==> src/rtl/ssp_pkg.sv <==
package ssp_pkg;
    localparam int DLY_W  = 7;
    localparam int POS_W  = 8;
    localparam int SYNC_N = 2;

    typedef enum logic [1:0] {
        SRC_OFFSET  = 2'b00,
        SRC_OFS_DLY = 2'b01,
        SRC_NONE_A  = 2'b10,
        SRC_NONE_B  = 2'b11
    } ssp_src_e;
endpackage

==> src/rtl/dly_meas.sv <==
module dly_meas #(
    parameter int DLY_W  = 7,
    parameter int SYNC_N = 2
) (
    input  logic             clk_i,
    input  logic             rst_ni,
    input  logic             tx_bit_i,
    input  logic             rx_bit_i,
    input  logic             meas_edge_i,
    output logic [DLY_W-1:0] dly_o,
    output logic             done_o
);
    localparam logic [DLY_W-1:0] CNT_MAX = '1;
    localparam logic [DLY_W-1:0] CNT_ONE = DLY_W'(1);

    typedef struct packed {
        logic              run;
        logic [DLY_W-1:0]  cnt;
        logic [DLY_W-1:0]  dly;
        logic [SYNC_N-1:0] sync;
    } meas_t;

    meas_t st_d, st_q;
    logic  rx_s;
    logic  start;

    assign rx_s  = st_q.sync[SYNC_N-1];
    assign start = meas_edge_i && !tx_bit_i;

    always_comb begin
        st_d      = st_q;
        st_d.sync = {st_q.sync[SYNC_N-2:0], rx_bit_i};
        done_o    = 1'b0;
        if (start) begin
            st_d.run = 1'b1;
            st_d.cnt = CNT_ONE;
        end else if (st_q.run) begin
            if (!rx_s) begin
                st_d.run = 1'b0;
                st_d.dly = st_q.cnt;
                done_o   = 1'b1;
            end else if (st_q.cnt != CNT_MAX) begin
                st_d.cnt = st_q.cnt + CNT_ONE;
            end
        end
    end

    always_ff @(posedge clk_i or negedge rst_ni) begin
        if (!rst_ni) begin
            st_q <= '{run: 1'b0, cnt: '0, dly: '0, sync: '1};
        end else begin
            st_q <= st_d;
        end
    end

    assign dly_o = st_q.dly;
endmodule

==> src/rtl/ssp_pos.sv <==
module ssp_pos
    import ssp_pkg::*;
#(
    parameter int DLY_W = 7,
    parameter int POS_W = 8
) (
    input  logic [1:0]       mode_i,
    input  logic [POS_W-1:0] offset_i,
    input  logic [DLY_W-1:0] dly_i,
    output logic [POS_W-1:0] pos_o,
    output logic             en_o
);
    localparam int SUM_W = POS_W + 1;

    ssp_src_e         src;
    logic [SUM_W-1:0] sum;

    always_comb begin
        src = ssp_src_e'(mode_i);
        sum = {1'b0, offset_i};
        if (src == SRC_OFS_DLY) begin
            sum = sum + SUM_W'(dly_i);
        end
        pos_o = sum[POS_W] ? {POS_W{1'b1}} : sum[POS_W-1:0];
        en_o  = (src == SRC_OFFSET) || (src == SRC_OFS_DLY);
    end
endmodule

==> src/rtl/ssp_strobe.sv <==
module ssp_strobe #(
    parameter int POS_W = 8
) (
    input  logic             clk_i,
    input  logic             rst_ni,
    input  logic             bit_start_i,
    input  logic             data_phase_i,
    input  logic             samp_pt_i,
    input  logic             en_i,
    input  logic [POS_W-1:0] pos_i,
    output logic             ssp_o
);
    localparam logic [POS_W-1:0] CNT_MAX = '1;
    localparam logic [POS_W-1:0] CNT_ONE = POS_W'(1);

    typedef struct packed {
        logic [POS_W-1:0] cnt;
        logic             fired;
        logic             ssp;
    } stb_t;

    stb_t             st_d, st_q;
    logic [POS_W-1:0] eff;
    logic             fired_eff;
    logic             hit;

    always_comb begin
        st_d      = st_q;
        eff       = bit_start_i ? '0 : st_q.cnt;
        fired_eff = bit_start_i ? 1'b0 : st_q.fired;
        hit       = data_phase_i && en_i && (eff == pos_i) && !fired_eff;
        st_d.cnt  = (eff == CNT_MAX) ? CNT_MAX : eff + CNT_ONE;
        st_d.fired = fired_eff || hit;
        st_d.ssp  = en_i ? hit : (data_phase_i && samp_pt_i);
    end

    always_ff @(posedge clk_i or negedge rst_ni) begin
        if (!rst_ni) begin
            st_q <= '0;
        end else begin
            st_q <= st_d;
        end
    end

    assign ssp_o = st_q.ssp;
endmodule

==> src/rtl/loop_delay_ssp.sv <==
module loop_delay_ssp
    import ssp_pkg::*;
(
    input  logic             clk_i,
    input  logic             rst_ni,
    input  logic             tx_bit_i,
    input  logic             rx_bit_i,
    input  logic             meas_edge_i,
    input  logic             bit_start_i,
    input  logic             data_phase_i,
    input  logic             samp_pt_i,
    input  logic [1:0]       ssp_mode_i,
    input  logic [POS_W-1:0] ssp_offset_i,
    output logic [DLY_W-1:0] delay_o,
    output logic             ssp_o
);
    logic             meas_done;
    logic [POS_W-1:0] pos;
    logic             pos_en;

    dly_meas #(.DLY_W(DLY_W), .SYNC_N(SYNC_N)) u_meas (
        .clk_i      (clk_i),
        .rst_ni     (rst_ni),
        .tx_bit_i   (tx_bit_i),
        .rx_bit_i   (rx_bit_i),
        .meas_edge_i(meas_edge_i),
        .dly_o      (delay_o),
        .done_o     (meas_done)
    );

    ssp_pos #(.DLY_W(DLY_W), .POS_W(POS_W)) u_pos (
        .mode_i  (ssp_mode_i),
        .offset_i(ssp_offset_i),
        .dly_i   (delay_o),
        .pos_o   (pos),
        .en_o    (pos_en)
    );

    ssp_strobe #(.POS_W(POS_W)) u_stb (
        .clk_i       (clk_i),
        .rst_ni      (rst_ni),
        .bit_start_i (bit_start_i),
        .data_phase_i(data_phase_i),
        .samp_pt_i   (samp_pt_i),
        .en_i        (pos_en),
        .pos_i       (pos),
        .ssp_o       (ssp_o)
    );
endmodule

==> config.mk <==
export PLATFORM = sky130hd
export DESIGN_NAME = loop_delay_ssp
export DESIGN_NICKNAME = d
export VERILOG_FILES = /design/src/rtl/ssp_pkg.sv /design/src/rtl/dly_meas.sv /design/src/rtl/ssp_pos.sv /design/src/rtl/ssp_strobe.sv /design/src/rtl/loop_delay_ssp.sv
export SDC_FILE = /design/constraint.sdc
export NUM_CORES = 1
export LEC_CHECK = 0
export ABC_AREA = 1
export BUFFER_PORTS_ARGS = -buffer_cell sky130_fd_sc_hd__buf_2
export CAP_MARGIN = 0
export CELL_PAD_IN_SITES_DETAIL_PLACEMENT = 0
export CELL_PAD_IN_SITES_GLOBAL_PLACEMENT = 1
export CORE_ASPECT_RATIO = 0.9
export CORE_MARGIN = 2
export CORE_UTILIZATION = 42
export CTS_CLUSTER_DIAMETER = 60
export DETAILED_ROUTE_END_ITERATION = 8
export HOLD_SLACK_MARGIN = 0.08
export PLACE_DENSITY_LB_ADDON = 0.1
export SYNTH_ARGS = -nofsm -noshare
export SYNTH_HDL_FRONTEND = slang
export SYNTH_HIERARCHICAL = 1
export SYNTH_SLANG_ARGS = --single-unit
==> constraint.sdc <==
create_clock -name clk_i -period 2.4 [get_ports clk_i]
set_input_delay 0.48 -clock clk_i [delete_from_list [all_inputs] [get_ports clk_i]]
set_output_delay 0.48 -clock clk_i [all_outputs]
set_load 0.03 [all_outputs]
==> metrics.txt, run 1 <==
status finished clean; multi-input combinational cell area 0.00114 mm^2; Vias per Instance 4.64; CTS tree yes; Initial Utilization 43.4%; initial antenna violation count 0; pin count of the biggest net entering global routing 28; GRT overflow 0; setup TNS 0 ns; Max Buffers Root-to-Sink 2; final worst slack 0.211 ns; Final Net Count 351; DR iter-0 viols 118; Remaining DRCs 0; Synth Area in Compound Gates 6.96%; Avg Cell Area, Syn 6.97 um^2; total CTS buffers 3; final setup fails 0; Mapped Area 0.00208 mm^2; Syn Inst Count 299; 1st-pass router iterations 4; final worst-path cycle share 91.2%; Power Density 450 mW/mm^2; RSZ-0062 raised after global routing false; CTS Sinks 27; CP max FO 5; Critical Path AT 2.36 ns; global-route wire length before repair 7870 um; Synth Area in Simple Gates 39.6%; final core utilization 47.9%; clk_lat worst skew 0.27 ns; final hold violation count 0; antenna viol nets, final 0; Syn-to-layout area delta 10.4%; Peak VDD IR 0.247 mV; Distinct cells, synth 29; vias in the first global route 1,645; die width 78.3 um; sequential cell area 678 um^2; Hold Crit Class input pin to async pin; io pins 26; Adder-Cell Fraction of Synth Area 6.36%; Fillers 533; die height 70.8 um; Pleak 1.32 nW; Req. time, crit path 2.57 ns; DP HPWL 3540 um; maxcap violations 0; row cnt 24; CP startpoint kind flip-flop; fmax 457 MHz; Slew Limit Fails 0; GRT Overall Usage 17.9%; Routed wire per std cell 11.5 um; vias 1,796; synthesis warning total 6; final setup skew 0.00253 ns; Worst R2R Path Depth 13; R2R Setup Slk 0.21 ns; H-tree Lvls 1; post-synthesis xor/xnor area fraction 0.840%; Worst R2R End u_stb/ssp_o$_DFF_PN0_; max_slew headroom 58.1%; WS Path Type flip-flop to flip-flop; number of synthesized register bits 27; post-synthesis mux area share 0%; syn_nets 327; core area 0.00480 mm^2; Worst R2R Start u_meas/dly_o[0]$_DFFE_PN0P_; clock root buffer clkbuf_8; Final GP Congestion 0.786; PortBufs 25; final WL 4460 um; ANT cells 0; worst setup path end u_stb/ssp_o$_DFF_PN0_; DP Worst Slack -0.0670 ns; Final Critical Period 2.19 ns; crit end category flip-flop; slew at the pin with the worst max-slew slack 0.628 ns; ratio of cells with drive above 1 in the final layout 23.0%; Worst-path clk slew 0.09 ns; CP Launch Point u_meas/dly_o[0]$_DFFE_PN0P_; largest family of logic cells by synthesized area simple AND/OR/NAND/NOR gates; sequential area share after synthesis 32.5%; Die Area 0.00554 mm^2
critical path, cell delays in order, from the launching register on:
cell and delay (ns):
dfrtp_1 0.44, ha_2 0.22, fa_2 0.34, nand2_2 0.09, nand2_2 0.08, nand3_1 0.10
nand2_2 0.09, nand2_4 0.10, nand3_1 0.08, or2_2 0.29, nand3_1 0.07, nor2_1 0.06
nand3_1 0.07, nand2_1 0.05
logic make-up after synthesis:
| kind of cell | after synthesis |
|---|---|
| AO/OA/AOI/OAI | 25 |
| XOR/XNOR | 2 |
| adder cells (fa/ha/maj) | 10 |
| buffers and inverters | 63 |
| flip-flops | 27 |
| AND/OR/NAND/NOR | 172 |
Yosys cell counts (all sizes together):
cell type,count,area share (%)
a21oi,9,2.5
buf,11,4.3
dfrtp,25,30
dfstp,2,2.5
fa,1,0.96
ha,9,5.4
inv,52,9.4
nand2,103,21
nand3,35,9.6
nand3b,2,0.72
nand4,2,0.60
nor2,26,6.2
nor3,2,0.48
o211ai,1,0.36
o21a,1,0.36
o21ai,14,3.7
or2,2,0.60
xor2,2,0.84
layout by cell type (no fill, tap or decap), drive strengths merged:
| master | n |
|---|---|
| nand3b | 2 |
| a21oi | 9 |
| nand4 | 2 |
| o21a | 1 |
| ha | 9 |
| o21ai | 14 |
| dfstp | 2 |
| o211ai | 1 |
| clkbuf | 3 |
| xor2 | 2 |
| nand3 | 35 |
| or2 | 2 |
| nor3 | 2 |
| nor2 | 26 |
| nand2 | 103 |
| dfrtp | 25 |
| fa | 1 |
| buf | 30 |
| clkinv | 1 |
| inv | 52 |
per-stage QoR:
step	instances	power, mW	hold slack, ns	cell area, um^2
floorplan	299	0.710	0.184	2080
global placement	381	0.774	0.346	2220
detailed placement	381	0.776	0.347	2220
CTS	385	1.05	0.229	2270
global route	387	1.12	0.240	2300
finish	387	1.04	0.211	2300
layer usage:
metal | vias up | GRT usage (%) | part of all wire, %
met3 | 2 | 3.19 | 4.7
met5 | - | 0 | 0
li1 | 971 | - | -
met2 | 32 | 26.0 | 41
met1 | 791 | 27.8 | 54
met4 | 0 | 4.09 | 0.65
final cells by class:
cell class / instances / area share, %
multi-input cells: 209 / 49.5
flip-flops and latches: 27 / 29.5
inverters: 52 / 8.48
repair buffers: 30 / 7.07
well taps: 65 / 3.53
clock buffers: 3 / 1.79
clock inverters: 1 / 0.217
sequential cells by signal, indices dropped and copies added, names as in the netlist:
name / count
u_stb/ssp_o: 1
u_meas/st_q: 8
u_meas/rx_s: 1
u_meas/dly_o: 7
u_meas/st_d: 1
u_stb/st_q: 9
timing repair:
action                                 CTS  global route
resized for setup                        0             6
hold buffers                             0             0
setup buffers                            0             2
setup endpoints to repair                0             2
endpoints found under the hold margin    0             0
power breakdown:
part           switching (mW)  internal (mW)
clock                   0.145          0.116
combinational           0.166         0.0981
sequential             0.0299          0.482
worst min path at each step:
stage / from / to / slack [ns] / depth (start not counted)
3_5_place_dp: u_meas/st_d[1]$_DFF_PN1_ / u_meas/rx_s$_DFF_PN1_ / 0.35 / 0
3_3_place_gp: u_meas/st_d[1]$_DFF_PN1_ / u_meas/rx_s$_DFF_PN1_ / 0.35 / 0
2_1_floorplan: rst_ni / u_meas/dly_o[0]$_DFFE_PN0P_ / 0.18 / 0
6_report: rst_ni / u_meas/dly_o[0]$_DFFE_PN0P_ / 0.21 / 1
5_1_grt: rst_ni / u_meas/dly_o[0]$_DFFE_PN0P_ / 0.24 / 1
4_1_cts: rst_ni / u_meas/dly_o[0]$_DFFE_PN0P_ / 0.23 / 1
Power figures use the tool's default switching activity.
==> run 2: changes to the inputs <==
--- a/config.mk
+++ b/config.mk
@@ -12,11 +12,13 @@
 export CELL_PAD_IN_SITES_GLOBAL_PLACEMENT = 1
 export CORE_ASPECT_RATIO = 0.9
 export CORE_MARGIN = 2
-export CORE_UTILIZATION = 42
+export CORE_UTILIZATION = 43
+export CTS_BUF_LIST = sky130_fd_sc_hd__clkbuf_8
 export CTS_CLUSTER_DIAMETER = 60
 export DETAILED_ROUTE_END_ITERATION = 8
 export HOLD_SLACK_MARGIN = 0.08
 export PLACE_DENSITY_LB_ADDON = 0.1
+export REMOVE_ABC_BUFFERS = 1
 export SYNTH_ARGS = -nofsm -noshare
 export SYNTH_HDL_FRONTEND = slang
 export SYNTH_HIERARCHICAL = 1
==> metrics.txt, run 2 (synthesis results as in run 1) <==
max_slew headroom 57.1% (-1.0 points); WS Path Type flip-flop to flip-flop; GRT overflow 0 (unchanged); Switching Power 344 uW (+1.0%); Hold Crit Class input pin to async pin; clock root buffer clkbuf_8; vias 1,813 (+0.95%); ratio of cells with drive above 1 in the final layout 22.6% (-0.38 points); Syn-to-layout area delta 10.4% (unchanged); total CTS buffers 3 (unchanged); Worst R2R Start u_meas/dly_o[0]$_DFFE_PN0P_; CTS tree yes; most frequent cells in the layout nand2_1, inv_1, nand3_1; Pleak 1.33 nW (+0.45%); Top delay family on crit path simple AND/OR/NAND/NOR gates; CP startpoint kind flip-flop; Worst R2R End u_stb/ssp_o$_DFF_PN0_; final WL 4340 um (-2.7%); Worst-path clk slew 0.10 ns (about the same); final setup skew 0.00977 ns (+0.00725 ns); CTS Sinks 27 (unchanged); crit end category flip-flop; Fillers 527 (-1.1%); final worst-path cycle share 92.7% (+1.4 points); DR iter-0 viols 97 (-18%); final core utilization 48.5% (+0.61 points); clk_lat worst skew 0.28 ns (about the same); status finished clean; Worst path depth 13 (unchanged); crit-path max cell delay 0.42 ns (-0.02 ns); Clk network pwr share 25.7% (+0.5 points); initial antenna violation count 0 (unchanged); commonest non-fill, non-tap cell in the layout nand2_1; final setup fails 0 (unchanged); Remaining DRCs 0 (unchanged); die width 77.4 um (-1.1%); antenna viol nets, final 0 (unchanged); vias in the first global route 1,699 (+3.3%); io pins 26 (unchanged); GRT Overall Usage 17.8% (-0.12 points); fmax 450 MHz (-1.5%); Routed wire per std cell 11.2 um (-2.9%); DP HPWL 3410 um (-3.7%); Initial Utilization 43.9% (+0.55 points); Req. time, crit path 2.57 ns (about the same); Design Area, Final 0.00230 mm^2 (unchanged); Finished Layout Cells 388 (+0.26%); dpl cells 383 (+0.52%); Combinational Power Share 25.9% (+0.5 points); setup TNS 0 ns (unchanged); area of placed instances 0.00224 mm^2 (+0.68%); core area 0.00474 mm^2 (-1.3%); Worst R2R Path Depth 13 (unchanged); Critical Path AT 2.40 ns (+0.04 ns); slew at the pin with the worst max-slew slack 0.644 ns (+0.0154 ns); Reg with most FFs u_stb/st_q; maxcap violations 0 (unchanged); Max Buffers Root-to-Sink 2 (unchanged); 1st-pass router iterations 4 (unchanged); Peak VDD IR 0.455 mV (+84%); R2R Setup Slk 0.18 ns (-0.03 ns); Final GP Congestion 0.773 (-1.7%); H-tree Lvls 1 (unchanged); CP max FO 5 (unchanged); PortBufs 25 (unchanged); hold-fix buffer count after cts 0 (unchanged); Seq pwr share 48.4% (-1.0 points); Power Density 454 mW/mm^2 (+0.76%); CP max stage cell dfrtp_1; Final Net Count 352 (+0.28%); Die Area 0.00542 mm^2 (-2.2%); crit-path cells ha_1 -> fa_2 -> nand2_2 -> nand2_2 -> nand3_1 -> nand2_2 -> nand2_4 -> nand3_1 -> or2_2 -> nand3_1 -> nor2_2 -> nand3_1 -> nand2_1; Final Critical Period 2.22 ns (+0.0343 ns); final hold violation count 0 (unchanged); CP bufs+invs 0 (unchanged); Int Pwr 701 uW (+0.62%); row cnt 24 (unchanged); global-route wire length before repair 7810 um (-0.71%); Min Hold Slack 0.209 ns (-0.00208 ns); ANT cells 0 (unchanged); Net Sw Frac 32.9% (+0.089 points); pin count of the biggest net entering global routing 28 (unchanged); Vias per Instance 4.67 (+0.69%); Slew Limit Fails 0 (unchanged); Top cell by count, worst path nand3_1; die height 70.1 um (-1.1%); Largest register FFs 9 (unchanged)
## run 2: repair_timing
| item | in CTS | in global routing |
|---|---|---|
| setup endpoints to repair | 0 | 2 |
| resized for setup | 0 | 4 |
| setup buffers | 0 | 1 |
## run 2: area by class of cell
cell class              instances  area (um^2)  share of cell area (%)
clock buffers                   3         41.3                    1.79
repair buffers                 31          170                    7.39
well taps                      65         81.3                    3.53
flip-flops and latches         27          678                    29.5
clock inverters                 1         5.00                   0.217
inverters                      52          195                    8.48
multi-input cells             209         1130                    49.1
## run 2: worst reg2reg max path, cell delays in order (launching register included)
cell     delay, ns
dfrtp_1       0.42
ha_1          0.22
fa_2          0.36
nand2_2       0.10
nand2_2       0.08
nand3_1       0.10
nand2_2       0.09
nand2_4       0.10
nand3_1       0.09
or2_2         0.30
nand3_1       0.09
nor2_2        0.05
nand3_1       0.07
nand2_1       0.05
## run 2: per-layer routing
layer | GRT usage, % | wire length [um] | share of wire, %
met1 | 27.6 | 2410 | 56
met2 | 25.9 | 1710 | 39
met3 | 3.23 | 192 | 4.4
met4 | 3.57 | 29 | 0.67
met5 | 0 | 0 | 0
## run 2: stage by stage
stage          setup slack, ns  power [mW]
3_3_place_gp           -0.0574       0.774
6_report                 0.176        1.04
4_1_cts                 0.0609        1.05
3_5_place_dp            -0.112       0.772
2_1_floorplan            0.151       0.690
5_1_grt               -0.00678        1.13
## run 2: power groups by stage
stage | logic (mW) | clock network (mW) | registers (mW)
after global placement | 0.258 | 0 | 0.516
after CTS | 0.259 | 0.282 | 0.507
after global routing | 0.312 | 0.304 | 0.511
after detailed placement | 0.257 | 0 | 0.516
final | 0.270 | 0.268 | 0.506
after floorplan | 0.159 | 0 | 0.531
## run 2: how the worst max path moves through the flow
stage | to | start
after floorplan | u_stb/ssp_o$_DFF_PN0_ | u_meas/dly_o[0]$_DFFE_PN0P_
after global placement | u_stb/ssp_o$_DFF_PN0_ | ssp_offset_i[0]
after detailed placement | u_stb/ssp_o$_DFF_PN0_ | ssp_offset_i[0]
after CTS | u_stb/ssp_o$_DFF_PN0_ | u_meas/dly_o[0]$_DFFE_PN0P_
after global routing | u_stb/ssp_o$_DFF_PN0_ | u_meas/dly_o[0]$_DFFE_PN0P_
final | u_stb/ssp_o$_DFF_PN0_ | u_meas/dly_o[0]$_DFFE_PN0P_
==> run 3: changes to the inputs <==
--- a/config.mk
+++ b/config.mk
@@ -18,6 +18,7 @@
 export DETAILED_ROUTE_END_ITERATION = 8
 export HOLD_SLACK_MARGIN = 0.08
 export PLACE_DENSITY_LB_ADDON = 0.1
+export RECOVER_POWER = 25
 export REMOVE_ABC_BUFFERS = 1
 export SYNTH_ARGS = -nofsm -noshare
 export SYNTH_HDL_FRONTEND = slang
==> metrics.txt, run 3 (synthesis results as in run 1) <==
Clk network pwr share 25.7% (about the same); final WL 4340 um (about the same); fmax 450 MHz (about the same); WHS Path Cells 1; Remaining DRCs 0 (unchanged); WS Path Type flip-flop to flip-flop; final setup skew 0.00986 ns (+0.0000898 ns); vias in the first global route 1,699 (unchanged); io pins 26 (unchanged); M3 GR Usage 3.23% (unchanged); Max Buffers Root-to-Sink 2 (unchanged); GRT overflow 0 (unchanged); status finished, violations left; Syn-to-layout area delta 10.4% (about the same); Pleak 1.32 nW (-0.21%); DR iter-0 viols 97 (unchanged); hold-fix buffer count after cts 0 (unchanged); CP startpoint kind flip-flop; R2R Setup Slk 0.18 ns (about the same); Seq pwr share 48.4% (about the same); Final Critical Period 2.22 ns (+0.000100 ns); setup TNS 0 ns (unchanged); antenna viol nets, final 0 (unchanged); dpl cells 383 (unchanged); CP max FO 5 (unchanged); row cnt 24 (unchanged); ratio of cells with drive above 1 in the final layout 22.3% (-0.31 points); Final Net Count 352 (unchanged); clk_lat worst skew 0.28 ns (about the same); commonest non-fill, non-tap cell in the layout nand2_1; Pwr Total 1.04 mW (about the same); GRT Overall Usage 17.8% (unchanged); final setup fails 0 (unchanged); Power Density 454 mW/mm^2 (about the same); max_slew headroom -3.06% (-60 points); Req. time, crit path 2.57 ns (about the same); Hold Crit Class input pin to flip-flop; Initial Utilization 43.9% (unchanged); M1 GR Usage 27.6% (unchanged); final hold violation count 0 (unchanged); die width 77.4 um (unchanged); Worst R2R Path Depth 13 (unchanged); multi-input combinational cell area 0.00113 mm^2 (unchanged); failing checks capacitance limit, slew limit; sequential cell area 678 um^2 (unchanged); final worst-path cycle share 92.7% (about the same); crit end category flip-flop; core area 0.00474 mm^2 (unchanged); Int Pwr 701 uW (about the same); Peak VDD IR 0.455 mV (about the same); PortBufs 25 (unchanged); pin count of the biggest net entering global routing 28 (unchanged); Die Area 0.00542 mm^2 (unchanged); Combinational Power Share 25.9% (about the same); clock root buffer clkbuf_8; CTS Sinks 27 (unchanged); Switching Power 344 uW (about the same); final worst slack 0.176 ns (-0.000100 ns); Worst R2R End u_stb/ssp_o$_DFF_PN0_; H-tree Lvls 1 (unchanged); ANT cells 0 (unchanged); Design Area, Final 0.00230 mm^2 (about the same); 1st-pass router iterations 4 (unchanged); global-route met2 utilization 25.9% (unchanged); maxcap violations 1 (+1); Largest register FFs 9 (unchanged); global-route wire length before repair 7810 um (unchanged); Worst R2R Start u_meas/dly_o[0]$_DFFE_PN0P_; CP Launch Point u_meas/dly_o[0]$_DFFE_PN0P_; Net Sw Frac 32.9% (about the same); GR peak layer met1; total CTS buffers 3 (unchanged); Vias per Instance 4.67 (unchanged); initial antenna violation count 0 (unchanged); DP Worst Slack -0.112 ns (unchanged); DP HPWL 3410 um (unchanged); vias 1,813 (unchanged); Reg with most FFs u_stb/st_q; Slew Limit Fails 28 (+28); Routed wire per std cell 11.2 um (about the same); Fillers 528 (+0.19%); final core utilization 48.5% (about the same); area of placed instances 0.00224 mm^2 (unchanged); most frequent cells in the layout nand2_1, inv_1, nand3_1; die height 70.1 um (unchanged); Worst-path clk slew 0.10 ns (about the same); worst setup path end u_stb/ssp_o$_DFF_PN0_; CTS tree yes; Finished Layout Cells 388 (unchanged); slew at the pin with the worst max-slew slack 1.55 ns (+0.902 ns); Min Hold Slack 0.284 ns (+0.0754 ns); Critical Path AT 2.40 ns (about the same); Final GP Congestion 0.773 (unchanged)
[run 3: cell count changes in the layout (fill, tap and decap cells not counted)]
cell / change
buf_2: -1
clkbuf_1: +1
[run 3: layout make-up]
class                      instances  area share (%)
clock buffer                       3            1.79
clock inverter                     1           0.218
inverter                          52            8.48
multi-input combinational        209            49.2
sequential                        27            29.5
tap                               65            3.53
timing repair buffer              31            7.34
[run 3: critical path: stages (launching register included)]
cell,delay (ns)
dfrtp_1,0.42
ha_1,0.22
fa_2,0.36
nand2_2,0.10
nand2_2,0.08
nand3_1,0.10
nand2_2,0.09
nand2_4,0.10
nand3_1,0.09
or2_2,0.30
nand3_1,0.09
nor2_2,0.05
nand3_1,0.07
nand2_1,0.05
[run 3: how the worst min path moves through the flow]
stage	startpoint	end	slack, ns
6_report	rx_bit_i	u_meas/st_d[1]$_DFF_PN1_	0.28
4_1_cts	rst_ni	u_meas/st_q[9]$_DFFE_PN0P_	0.23
3_3_place_gp	u_meas/st_d[1]$_DFF_PN1_	u_meas/rx_s$_DFF_PN1_	0.35
3_5_place_dp	u_meas/st_d[1]$_DFF_PN1_	u_meas/rx_s$_DFF_PN1_	0.35
2_1_floorplan	rst_ni	u_meas/dly_o[0]$_DFFE_PN0P_	0.18
5_1_grt	rx_bit_i	u_meas/st_d[1]$_DFF_PN1_	0.26
[run 3: timing repair]
action | CTS | global route
resized for setup | 0 | 4
setup endpoints to repair | 0 | 2
setup buffers | 0 | 1
[run 3: power by group through the flow]
| stage | logic, mW | registers, mW | clock network, mW |
|---|---|---|---|
| after floorplan | 0.159 | 0.531 | 0 |
| after global placement | 0.258 | 0.516 | 0 |
| after detailed placement | 0.257 | 0.516 | 0 |
| after CTS | 0.259 | 0.507 | 0.282 |
| after global routing | 0.312 | 0.511 | 0.304 |
| final | 0.270 | 0.506 | 0.268 |
[run 3: per-layer routing]
layer,part of all wire (%),vias up
li1,-,975
met1,56,796
met2,39,40
met3,4.4,2
met4,0.67,0
met5,0,-
